File: src/rtl/rxq_pkg.sv
package rxq_pkg;

    localparam int BYTE_W        = 8;
    localparam int TIMEOUT_CHARS = 15;
    localparam int TRIG_SEL_LSB  = 6;
    localparam int FLUSH_BIT     = 1;
    localparam int LEVEL_W       = 5;

    typedef enum logic [1:0] {
        TRIG_1  = 2'b00,
        TRIG_4  = 2'b01,
        TRIG_8  = 2'b10,
        TRIG_14 = 2'b11
    } trig_sel_e;

    typedef struct packed {
        logic push;
        logic pop;
        logic flush;
    } rxq_op_t;

    function automatic logic [LEVEL_W-1:0] trig_level(trig_sel_e sel);
        case (sel)
            TRIG_1:  return LEVEL_W'(1);
            TRIG_4:  return LEVEL_W'(4);
            TRIG_8:  return LEVEL_W'(8);
            default: return LEVEL_W'(14);
        endcase
    endfunction

endpackage

File: src/rtl/rxq_ctrl.sv
module rxq_ctrl
    import rxq_pkg::*;
(
    input  logic              clk,
    input  logic              rst,
    input  logic              ctl_wr,
    input  logic [BYTE_W-1:0] ctl_data,
    output trig_sel_e         trig_sel,
    output logic              flush
);

    logic unused_ctl_bits;
    assign unused_ctl_bits = ^{ctl_data[5:2], ctl_data[0]};

    always_ff @(posedge clk) begin
        if (rst) begin
            trig_sel <= TRIG_1;
        end else if (ctl_wr) begin
            trig_sel <= trig_sel_e'(ctl_data[TRIG_SEL_LSB +: 2]);
        end
    end

    assign flush = ctl_wr & ctl_data[FLUSH_BIT];


    trig_sel_update_chk: assert property (@(posedge clk) disable iff (rst)
        ctl_wr |=> (trig_sel == trig_sel_e'($past(ctl_data[7:6]))));


    trig_reset_chk: assert property (@(posedge clk)
        $past(rst) |-> (trig_sel == TRIG_1));

endmodule

File: src/rtl/rxq_store.sv
module rxq_store
    import rxq_pkg::*;
#(
    parameter int DEPTH = 16,
    localparam int PW   = $clog2(DEPTH)
) (
    input  logic              clk,
    input  logic              rst,
    input  rxq_op_t           op,
    input  logic              empty,
    input  logic [BYTE_W-1:0] push_data,
    output logic [BYTE_W-1:0] pop_data
);

    logic [BYTE_W-1:0] mem [DEPTH];
    logic [PW-1:0]     wr_ptr;
    logic [PW-1:0]     rd_ptr;

    function automatic logic [PW-1:0] ptr_step(logic [PW-1:0] p);
        return (p == PW'(DEPTH - 1)) ? '0 : p + 1'b1;
    endfunction

    always_ff @(posedge clk) begin
        if (op.push) begin
            mem[wr_ptr] <= push_data;
        end
    end

    always_ff @(posedge clk) begin
        if (rst || op.flush) begin
            wr_ptr <= '0;
            rd_ptr <= '0;
        end else begin
            if (op.push) wr_ptr <= ptr_step(wr_ptr);
            if (op.pop)  rd_ptr <= ptr_step(rd_ptr);
        end
    end

    assign pop_data = empty ? '0 : mem[rd_ptr];


    ptr_flush_chk: assert property (@(posedge clk) disable iff (rst)
        op.flush |=> (wr_ptr == '0 && rd_ptr == '0));


    empty_pop_chk: assert property (@(posedge clk) disable iff (rst)
        (empty && !op.push && !op.flush) |=> $stable(rd_ptr));

endmodule

File: src/rtl/rxq_timer.sv
module rxq_timer #(
    parameter int TICKS = 30,
    localparam int TW   = $clog2(TICKS + 1)
) (
    input  logic clk,
    input  logic rst,
    input  logic arm,
    input  logic stop,
    output logic expire
);

    logic          armed_q;
    logic [TW-1:0] tick_q;

    assign expire = armed_q && (tick_q == TW'(TICKS - 1)) && !arm && !stop;

    always_ff @(posedge clk) begin
        if (rst) begin
            armed_q <= 1'b0;
            tick_q  <= '0;
        end else if (arm) begin
            armed_q <= 1'b1;
            tick_q  <= '0;
        end else if (stop || expire) begin
            armed_q <= 1'b0;
            tick_q  <= '0;
        end else if (armed_q) begin
            tick_q  <= tick_q + 1'b1;
        end
    end


    tick_bound_chk: assert property (@(posedge clk) disable iff (rst)
        tick_q <= TW'(TICKS - 1));


    stop_disarm_chk: assert property (@(posedge clk) disable iff (rst)
        (stop && !arm) |=> !armed_q);


    expire_once_chk: assert property (@(posedge clk) disable iff (rst)
        expire |=> !expire);

endmodule

File: src/rtl/rxq_level.sv
module rxq_level
    import rxq_pkg::*;
#(
    parameter int DEPTH = 16,
    localparam int CW   = $clog2(DEPTH + 1)
) (
    input  logic          clk,
    input  logic          rst,
    input  logic          push_req,
    input  logic          pop_req,
    input  logic          flush,
    input  trig_sel_e     trig_sel,
    input  logic          expire,
    input  logic          irq_en,
    output rxq_op_t       op,
    output logic [CW-1:0] count,
    output logic          full_flag,
    output logic          irq,
    output logic          overrun,
    output logic          tmr_arm,
    output logic          tmr_stop
);

    logic [CW-1:0] cnt_next;
    logic [CW-1:0] trig_cnt;
    logic          at_cap;
    logic          reach;
    logic          set_evt;
    logic          clr_evt;
    logic          drop;

    assign trig_cnt = CW'(trig_level(trig_sel));
    assign at_cap   = (count == CW'(DEPTH));

    always_comb begin
        op.flush = flush;
        op.pop   = pop_req && (count != '0) && !flush;
        op.push  = push_req && !flush && (!at_cap || op.pop);
        drop     = push_req && !flush && !op.push;
    end

    always_comb begin
        cnt_next = count;
        if (flush) begin
            cnt_next = '0;
        end else begin
            case ({op.push, op.pop})
                2'b10:   cnt_next = count + 1'b1;
                2'b01:   cnt_next = count - 1'b1;
                default: cnt_next = count;
            endcase
        end
    end

    assign reach    = (cnt_next >= trig_cnt);
    assign set_evt  = (op.push && reach) || expire;
    assign clr_evt  = op.pop && !reach;
    assign tmr_arm  = op.push && !reach;
    assign tmr_stop = flush || (cnt_next == '0) || (op.push && reach);

    always_ff @(posedge clk) begin
        if (rst) begin
            count     <= '0;
            full_flag <= 1'b0;
            irq       <= 1'b0;
            overrun   <= 1'b0;
        end else begin
            count   <= cnt_next;
            overrun <= drop;
            if (flush)        full_flag <= 1'b0;
            else if (set_evt) full_flag <= 1'b1;
            else if (clr_evt) full_flag <= 1'b0;
            if (!irq_en || flush)       irq <= 1'b0;
            else if (set_evt)           irq <= 1'b1;
            else if (clr_evt)           irq <= 1'b0;
        end
    end


    count_bound_chk: assert property (@(posedge clk) disable iff (rst)
        count <= CW'(DEPTH));


    flush_empty_chk: assert property (@(posedge clk) disable iff (rst)
        flush |=> (count == '0 && !full_flag && !irq));


    irq_gate_chk: assert property (@(posedge clk) disable iff (rst)
        !irq_en |=> !irq);


    empty_pop_chk: assert property (@(posedge clk) disable iff (rst)
        (pop_req && count == '0 && !push_req && !flush) |=> (count == '0));


    overrun_full_chk: assert property (@(posedge clk) disable iff (rst)
        overrun |-> (count == CW'(DEPTH)));

endmodule

File: src/rtl/rxq_top.sv
module rxq_top
    import rxq_pkg::*;
#(
    parameter int DEPTH    = 16,
    parameter int CHAR_CYC = 868,
    localparam int CW      = $clog2(DEPTH + 1),
    localparam int TICKS   = TIMEOUT_CHARS * CHAR_CYC
) (
    input  logic          clk,
    input  logic          rst,
    input  logic          rx_en,
    input  logic          rx_irq_en,
    input  logic          push_valid,
    input  logic [7:0]    push_data,
    input  logic          pop_req,
    output logic [7:0]    pop_data,
    input  logic          ctl_wr,
    input  logic [7:0]    ctl_data,
    output logic [CW-1:0] rx_count,
    output logic          rx_full,
    output logic          rx_irq,
    output logic          overrun
);

    trig_sel_e trig_sel;
    logic      flush;
    rxq_op_t   op;
    logic      tmr_arm;
    logic      tmr_stop;
    logic      expire;

    rxq_ctrl u_ctrl (
        .clk      (clk),
        .rst      (rst),
        .ctl_wr   (ctl_wr),
        .ctl_data (ctl_data),
        .trig_sel (trig_sel),
        .flush    (flush)
    );

    rxq_level #(.DEPTH(DEPTH)) u_level (
        .clk       (clk),
        .rst       (rst),
        .push_req  (push_valid & rx_en),
        .pop_req   (pop_req),
        .flush     (flush),
        .trig_sel  (trig_sel),
        .expire    (expire),
        .irq_en    (rx_irq_en),
        .op        (op),
        .count     (rx_count),
        .full_flag (rx_full),
        .irq       (rx_irq),
        .overrun   (overrun),
        .tmr_arm   (tmr_arm),
        .tmr_stop  (tmr_stop)
    );

    rxq_store #(.DEPTH(DEPTH)) u_store (
        .clk       (clk),
        .rst       (rst),
        .op        (op),
        .empty     (rx_count == '0),
        .push_data (push_data),
        .pop_data  (pop_data)
    );

    rxq_timer #(.TICKS(TICKS)) u_timer (
        .clk    (clk),
        .rst    (rst),
        .arm    (tmr_arm),
        .stop   (tmr_stop),
        .expire (expire)
    );


    irq_needs_flag_chk: assert property (@(posedge clk) disable iff (rst)
        $rose(rx_irq) |-> rx_full);


    rx_disabled_chk: assert property (@(posedge clk) disable iff (rst)
        (!rx_en && !pop_req && !ctl_wr) |=> $stable(rx_count));

endmodule

File: config.mk
export PLATFORM = sky130hd
export DESIGN_NAME = rxq_top
export DESIGN_NICKNAME = d
export VERILOG_FILES = /design/src/rtl/rxq_pkg.sv /design/src/rtl/rxq_ctrl.sv /design/src/rtl/rxq_store.sv /design/src/rtl/rxq_timer.sv /design/src/rtl/rxq_level.sv /design/src/rtl/rxq_top.sv
export SDC_FILE = /design/constraint.sdc
export NUM_CORES = 1
export LEC_CHECK = 0
export BUFFER_PORTS_ARGS = -buffer_cell sky130_fd_sc_hd__buf_4
export CAP_MARGIN = 5
export CELL_PAD_IN_SITES_DETAIL_PLACEMENT = 1
export CELL_PAD_IN_SITES_GLOBAL_PLACEMENT = 2
export CORE_UTILIZATION = 30
export DETAILED_ROUTE_END_ITERATION = 16
export PLACE_DENSITY_LB_ADDON = 0.1
export SETUP_SLACK_MARGIN = 0.3
export SLEW_MARGIN = 20
export SYNTH_ARGS = -nofsm -noshare
export SYNTH_HDL_FRONTEND = slang
export SYNTH_SLANG_ARGS = --single-unit
File: constraint.sdc
create_clock -name clk -period 11.3 [get_ports clk]
set_input_delay 2.26 -clock clk [delete_from_list [all_inputs] [get_ports clk]]
set_output_delay 2.26 -clock clk [all_outputs]
set_load 0.01 [all_outputs]
==> flow_summary.ini, run 1 <==
[outcome]
status = finished, final reports clean

[hold_path]
hold_class = reg2reg
min_path_cells = 2

[worst_setup_path]
crit_arrival_ns = 5.42
critPathCaptureType = register
cp.depth = 18
required_ns = 11.63
worst-path-buf-inv = 2
r2r_slack_ns = 6.85
cp_max_fo = 5
startpoint = ctl_wr
critPathLaunchType = primary input
crit_slowest_cell = or3_1
path_cells = buf_4, nand2_1, and3_1, nand2_1, inv_1, ha_1, a21o_2, a21oi_1, xor2_1, nor2_1, a21oi_1, nor2_1, ha_1, o21a_1, a21oi_1, nand4_1, or3_1, o41ai_1
crit_end = u_timer.armed_q
reg2reg_from = u_level.count[0]
reg2reg_to = u_timer.armed_q
crit_path_max_incr_delay_ns = 0.35
path_class = in2reg
cpMostUsedCell = a21oi_1
worstRegToRegCells = 18
cp_top_family = simple AND/OR/NAND/NOR gates

[cells_and_area]
drive_gt1_frac = 0.281
final_nets = 526
layout_common_cells = edfxtp_1 (128), mux4_2 (40), buf_4 (39)
final_common_cell = edfxtp_1
antenna_cells = 0
syn2layout_area_growth_pct = 16.8

[route]
via_per_inst = 4.85
drt_iter0_drc = 125
drt_wl_total_mm = 16.9
wl_per_cell_um = 20.6
drcViolationCount = 0
drt_first_pass_iters = 4
vias = 3983
ant_nets = 0

[logic_synthesis]
synth_area_um2 = 7160
synthAdderAreaFrac = 0.0255
yosysTopAreaCellShare = 0.537
synth_mux_area_frac = 0.134
synth_enable_flop_cells = 128
synth_compound_area_frac = 0.0407
syn_inst = 454
seq_area_frac_synth = 0.641
syn_nets = 491
synthSimpleGateAreaFrac = 0.112
synth.area.top_cells = edfxtp_1 (54%), mux4_2 (13%), dfxtp_1 (10%)
synth_seq_cells = 165
ys.flop_type = edfxtp_1
synth_cell_types = 56
synth-xor-area-share = 0.0233
synthArstFlopShare = 0
yosysTopAreaCell = edfxtp_1
synth_top_family_by_area = multiplexers
avgSynthCellArea_um2 = 15.8
synth_warnings = 0

[timing]
slew_headroom = 0.311
hold_violations = 0
setup_tns_ns = 0
timing.hold.ws_ns = 0.512
setup_slack_ns = 6.20
min_period_ns = 5.10
rsz0062_at_grt = no
fmax_ghz = 0.196
fin_crit_sh = 0.451
worstMarginPinSlew_ns = 1.03
finalMaxSlewViolations = 0
finalSetupViolCount = 0
skew_ns = 0.0138

[place]
pre_cts_slack_ns = 5.65
gp_congestion = 0.719
place_hpwl_mm = 10.7
portBuffers = 33

[clock_network]
h-tree-depth = 4
cts_tree = yes
cts_resized = 0
cts_setup_buffers = 0
cts_buffers = 17
clk-insertion-delay-late_ns = 0.43
cts_buffer_depth = 2
cts_sinks = 165
cts_root_buffer = clkbuf_16
clkSlewWorstSetupHoldPaths_ns = 0.07
ctsHoldBuffers = 0

[global_routing]
antenna_found_initial = 0
grt_usage = 0.148
overflow = 0
grt_max_degree = 33
grt_pass1_wl_mm = 25.7
grt_pass1_vias = 4282

[pwr]
ir_drop_mv = 0.0832
p_comb_frac = 0.091
clockPowerShare = 0.415
seqPwrFrac = 0.495
p_int_uw = 999
power_density_nw_per_um2 = 160
power_switching_share = 0.255
p_leak_uw = 0.00267
p_sw_uw = 342

[floorplanning]
die_area_um2 = 24500
die-width_um = 156
core_area_um2 = 23400
io_pins = 39
rows = 56
die_y_um = 156
start_util = 0.306

[job]
cap_violations = 0
==> power by group through the flow <==
stage / sequential, uW / clock [uW] / combinational [uW]
after floorplan: 675 / 0 / 85.7
after global placement: 677 / 0 / 123
after detailed placement: 677 / 0 / 126
after CTS: 663 / 571 / 126
after global routing: 664 / 595 / 134
final: 663 / 556 / 121
==> layer usage <==
metal	vias to the layer above	share of wire	global-route usage
met4	0	0.029	0.0719
met5	-	0	0
met3	25	0.024	0.0280
met2	61	0.50	0.249
li1	1849	-	-
met1	2048	0.44	0.182
==> flip-flops by register name (all words and copies together), names as in the netlist, 2 cells and up, named ones only <==
signal           count
u_store.mem        128
u_timer.tick_q      14
u_ctrl.trig_sel      2
u_store.wr_ptr       4
u_store.rd_ptr       4
u_level.count        5
==> final cells by class <==
| type | count | area (um^2) |
|---|---|---|
| Fill cell | 2435 | 15000 |
| Timing Repair Buffer | 39 | 293 |
| Clock inverter | 15 | 144 |
| Sequential cell | 165 | 4590 |
| Tap cell | 319 | 399 |
| Inverter | 12 | 45.0 |
| Clock buffer | 17 | 425 |
| Multi-Input combinational cell | 254 | 2470 |
==> synth_stat cells (all sizes together) (10+ instances only) <==
cell and instances:
nor3 10, mux4 40, and2 15, nor2 29, nand3 12, inv 12, buf 10, ha 13
xor2 11, a21oi 14, clkbuf 13, dfxtp 37, nand2 24, edfxtp 128, nor4 19
==> cell families (layout without fill, tap and decap cells) <==
group | count (synthesis) | in the layout
DFF | 165 | 165
xor gates and xnor gates | 19 | 19
buffers and inverters | 35 | 83
adders and majority gates | 14 | 14
muxes | 46 | 46
and+or+nand+nor | 134 | 134
AOI/OAI and AO/OA | 41 | 41
==> per-stage QoR <==
stage | std cells | cell area (um^2) | power (uW) | util
floorplan | 454 | 7160 | 760 | -
global placement | 789 | 7790 | 799 | 0.333
detailed placement | 789 | 7790 | 802 | 0.333
CTS | 821 | 8360 | 1360 | 0.357
global route | 821 | 8360 | 1390 | 0.357
finish | 821 | 8360 | 1340 | 0.357
==> how the worst min path moves through the flow <==
| stage | from | end |
|---|---|---|
| 6_report | u_level.irq | u_level.irq |
| 5_1_grt | u_level.irq | u_level.irq |
| 2_1_floorplan | u_store.rd_ptr[3] | register |
| 4_1_cts | u_level.irq | u_level.irq |
| 3_3_place_gp | u_level.irq | u_level.irq |
| 3_5_place_dp | u_level.irq | u_level.irq |
==> tightest hold or removal path, cell delays in order (launching register included) <==
cell,delay (ns)
dfxtp_1,0.32
o21ai_0,0.07
a311oi_1,0.09
No activity file was read; power rests on OpenSTA's default activity.
==> run 2: changes to the inputs <==
==> constraint.sdc (replaced) <==
create_clock -name clk -period 4.71 [get_ports clk]
set_input_delay 0.942 -clock clk [delete_from_list [all_inputs] [get_ports clk]]
set_output_delay 0.942 -clock clk [all_outputs]
set_load 0.01 [all_outputs]
==> flow_summary.ini, run 2 (same netlist as run 1, synthesis figures left out) <==
[cells_and_area]
antenna_cells = 0
ff_latch_area_um2 = 4590
final_common_cell = edfxtp_1
top_register = u_store.mem
final_nets = 530
n_fill_cell = 2429
syn2layout_area_growth_pct = 17.5
multi_input_area_um2 = 2470
top_regs = u_store.mem (128), u_timer.tick_q (14), u_level.count (5)
largest_reg_flops = 128
drive_gt1_frac = 0.287
layout_common_cells = edfxtp_1 (128), buf_4 (42), mux4_2 (40)

[global_routing]
grt_pass1_vias = 4287
grt_pass1_wl_mm = 25.5
overflow = 0
grt_max_degree = 33
grt_usage = 0.147
antenna_found_initial = 0

[worst_setup_path]
cpMostUsedCell = a21oi_1
path_class = reg2reg
reg2reg_from = u_level.count[0]
critPathLaunchType = register
crit_path_max_incr_delay_ns = 0.50
r2r_slack_ns = 0.68
cp_max_fo = 8
path_cells = nor4_4, nand2b_1, and3_1, nand2_1, inv_1, ha_1, a21o_2, a21oi_1, xor2_1, nor2_1, a21oi_1, nor2_1, ha_1, o21a_1, a21oi_1, nand4_1, or3_1, o41ai_1
worstRegToRegCells = 18
required_ns = 5.03
crit_arrival_ns = 4.36
critPathCaptureType = register
reg2reg_to = u_timer.armed_q
crit_slowest_cell = nor4_4

[pwr]
p_comb_frac = 0.091
ir_drop_mv = 0.209
clockPowerShare = 0.420
seqPwrFrac = 0.490
power_density_nw_per_um2 = 388
p_leak_uw = 0.00270
p_sw_uw = 845
power_switching_share = 0.259
total_power_uw = 3260
p_int_uw = 2420

[place]
pre_cts_slack_ns = 0.565
gp_congestion = 0.748
place_hpwl_mm = 10.8
portBuffers = 33

[timing]
skew_ns = 0.0121
min_period_ns = 4.03
worstMarginPinSlew_ns = 0.999
finalMaxSlewViolations = 0
finalSetupViolCount = 0
setup_tns_ns = 0
rsz0062_at_grt = no
fin_crit_sh = 0.856
hold_violations = 0
setup_slack_ns = 0.676
timing.hold.ws_ns = 0.523
fmax_ghz = 0.248
slew_headroom = 0.329

[clock_network]
cts_buffer_depth = 2
clkSlewWorstSetupHoldPaths_ns = 0.07
cts_sinks = 165
ctsHoldBuffers = 0
cts_tree = yes
cts_resized = 0
cts_setup_buffers = 0
h-tree-depth = 4
clk-insertion-delay-late_ns = 0.43
cts_buffers = 17
cts_root_buffer = clkbuf_16

[floorplanning]
die_y_um = 156
die-width_um = 156
start_util = 0.306
core_area_um2 = 23400
die_area_um2 = 24500
io_pins = 39
rows = 56

[hold_path]
hold_end = u_level.full_flag
min_path_cells = 2
hold_class = reg2reg
hp-start = u_level.full_flag

[route]
drcViolationCount = 0
drt_iter0_drc = 143
ant_nets = 0
wl_per_cell_um = 20.2
vias = 3953
drt_wl_total_mm = 16.7
drt_first_pass_iters = 4
via_per_inst = 4.79

[outcome]
status = finished, final reports clean

[job]
cap_violations = 0
-- run 2: worst max-delay path, delay by kind of cell, from the launching register on --
family / cells / cell delay (ns)
DFF: 1 / 0.44
xor gates and xnor gates: 1 / 0.16
AOI/OAI and AO/OA: 6 / 0.99
and+or+nand+nor: 8 / 1.66
buffers and inverters: 1 / 0.09
adders and majority gates: 2 / 0.60
-- run 2: how the worst max path moves through the flow --
| stage | from | end | slack (ns) | cells after the start |
|---|---|---|---|---|
| 6_report | u_level.count[0] | u_timer.armed_q | 0.68 | 18 |
| 3_5_place_dp | ctl_wr | u_timer.armed_q | 0.56 | 18 |
| 4_1_cts | u_level.count[0] | u_timer.armed_q | 0.64 | 18 |
| 3_3_place_gp | ctl_wr | u_timer.armed_q | 0.57 | 18 |
| 5_1_grt | u_level.count[0] | u_level.irq | 0.31 | 18 |
| 2_1_floorplan | u_level.count[0] | u_timer.armed_q | 1.09 | 20 |
-- run 2: routing by layer --
metal,global-route usage,routed length [um],vias to the layer above
met2,0.247,8310,53
met5,0,0,-
li1,-,-,1854
met1,0.184,7530,2026
met3,0.0291,473,20
met4,0.0593,395,0
-- run 2: final cells by class --
cell class | instances | area share
sequential | 165 | 0.545
multi-input combinational | 254 | 0.293
clock buffer | 17 | 0.0506
tap | 319 | 0.0474
timing repair buffer | 43 | 0.0399
clock inverter | 15 | 0.0184
inverter | 12 | 0.00535
-- run 2: power groups by stage --
stage	Sequential [uW]	Clock (uW)	Combinational, uW
after floorplan	1620	0	206
after global placement	1630	0	298
after detailed placement	1630	0	304
after CTS	1600	1400	305
after global routing	1600	1450	327
final	1600	1370	296
-- run 2: metrics by stage --
step / util / area (um^2) / instances
6_report: 0.359 / 8410 / 825
5_1_grt: 0.359 / 8410 / 825
4_1_cts: 0.359 / 8410 / 825
3_5_place_dp: 0.335 / 7830 / 793
3_3_place_gp: 0.335 / 7830 / 793
2_1_floorplan: - / 7160 / 454
==> run 3: changes to the inputs <==
==> constraint.sdc (replaced) <==
create_clock -name clk -period 4.71 [get_ports clk]
set_input_delay 0.7065 -clock clk [delete_from_list [all_inputs] [get_ports clk]]
set_output_delay 0.7065 -clock clk [all_outputs]
set_load 0.01 [all_outputs]
==> flow_summary.ini, run 3 (same netlist as run 1, synthesis figures left out) <==
[outcome]
status = finished, final reports clean

[timing]
fmax_ghz = 0.252
setup_tns_ns = 0
skew_ns = 0.0108
setup_slack_ns = 0.747
rsz0062_at_grt = no
slew_headroom = 0.304
fin_crit_sh = 0.841
finalSetupViolCount = 0
min_period_ns = 3.96
finalMaxSlewViolations = 0
worstMarginPinSlew_ns = 1.04
hold_violations = 0

[pwr]
power_density_nw_per_um2 = 396
total_power_uw = 3340
ir_drop_mv = 0.160
p_leak_uw = 0.00272

[global_routing]
overflow = 0
grt_pass1_vias = 4340
antenna_found_initial = 1
grt_max_degree = 33
grt_usage = 0.149
grt_pass1_wl_mm = 26.4

[cells_and_area]
syn2layout_area_growth_pct = 18.1
drive_gt1_frac = 0.285
instances_no_fill = 825
antenna_cells = 0
top_register = u_store.mem
layout_common_cells = edfxtp_1 (128), buf_4 (42), mux4_2 (40)
final_common_cell = edfxtp_1
final_nets = 530
top_regs = u_store.mem (128), u_timer.tick_q (14), u_level.count (5)
largest_reg_flops = 128

[route]
drt_wl_total_mm = 16.7
ant_nets = 0
drcViolationCount = 0
met1_length_mm = 7.76
via_per_inst = 4.82
wl_met3_um = 342
drt_first_pass_iters = 4
met2RoutedLength_mm = 8.34
vias = 3977
wl_per_cell_um = 20.3
drt_iter0_drc = 166
routed.top_layer = met4

[worst_setup_path]
required_ns = 5.04
crit_arrival_ns = 4.29
worstRegToRegCells = 18
critPathCaptureType = register
path_class = reg2reg
cp_max_fo = 8
critPathLaunchType = register

[place]
pre_cts_slack_ns = 0.666
gp_congestion = 0.705
place_hpwl_mm = 10.8
dp_cells = 793
portBuffers = 33

[floorplanning]
core_area_um2 = 23400
die-width_um = 156
die_y_um = 156
die_area_um2 = 24500
io_pins = 39
start_util = 0.306
rows = 56

[clock_network]
h-tree-depth = 4
ctsHoldBuffers = 0
cts_buffers = 17
cts_root_buffer = clkbuf_16
clkSlewWorstSetupHoldPaths_ns = 0.07
cts_sinks = 165
cts_resized = 0
cts_setup_buffers = 0
cts_tree = yes
cts_buffer_depth = 2
clk-insertion-delay-late_ns = 0.43

[hold_path]
min_path_cells = 2
hold_class = in2reg

[job]
cap_violations = 0
==> run 3: path summary, 6_finish.rpt <==
path / to / start / slack, ns
setup / recovery: u_timer.armed_q / u_level.count[0] / 0.75
hold / removal: u_ctrl.trig_sel[1] / rst / 0.49
setup reg to reg: u_timer.armed_q / u_level.count[0] / 0.75
hold reg to reg: u_level.irq / u_level.irq / 0.51
==> run 3: area by class of cell <==
class / instances / area (um^2)
inverter: 12 / 45.0
tap: 319 / 399
multi-input combinational: 254 / 2470
timing repair buffer: 43 / 335
sequential: 165 / 4590
clock inverter: 15 / 193
fill: 2418 / 15000
clock buffer: 17 / 425
==> run 3: stage by stage <==
step	util	cell area (um^2)	hold WS (ns)
after detailed placement	0.335	7830	0.505
after CTS	0.361	8450	0.470
final	0.361	8450	0.487
after floorplan	-	7160	0.472
after global routing	0.361	8450	0.473
after global placement	0.335	7830	0.496
==> run 3: power breakdown <==
group / switching (uW) / total [uW] / internal (uW)
Combinational: 167 / 298 / 130
Sequential: 20.2 / 1600 / 1580
Clock: 601 / 1450 / 848
Total: 789 / 3340 / 2550
==> run 3: routing by layer <==
layer  global-route usage  up-vias
met5                    0        -
met4               0.0518        0
met3               0.0291       22
met2                0.252       51
met1                0.191     2055
li1                     -     1849
==> run 3: worst max-delay path, stage by stage (launching register included) <==
cell	delay, ns
dfxtp_1	0.42
nor4_4	0.51
nand2b_1	0.12
and3_1	0.23
nand2_1	0.11
inv_1	0.09
ha_1	0.30
a21o_2	0.19
a21oi_1	0.16
xor2_1	0.16
nor2_1	0.05
a21oi_1	0.19
nor2_1	0.07
ha_1	0.30
o21a_1	0.11
a21oi_1	0.23
nand4_1	0.21
or3_1	0.35
o41ai_1	0.06
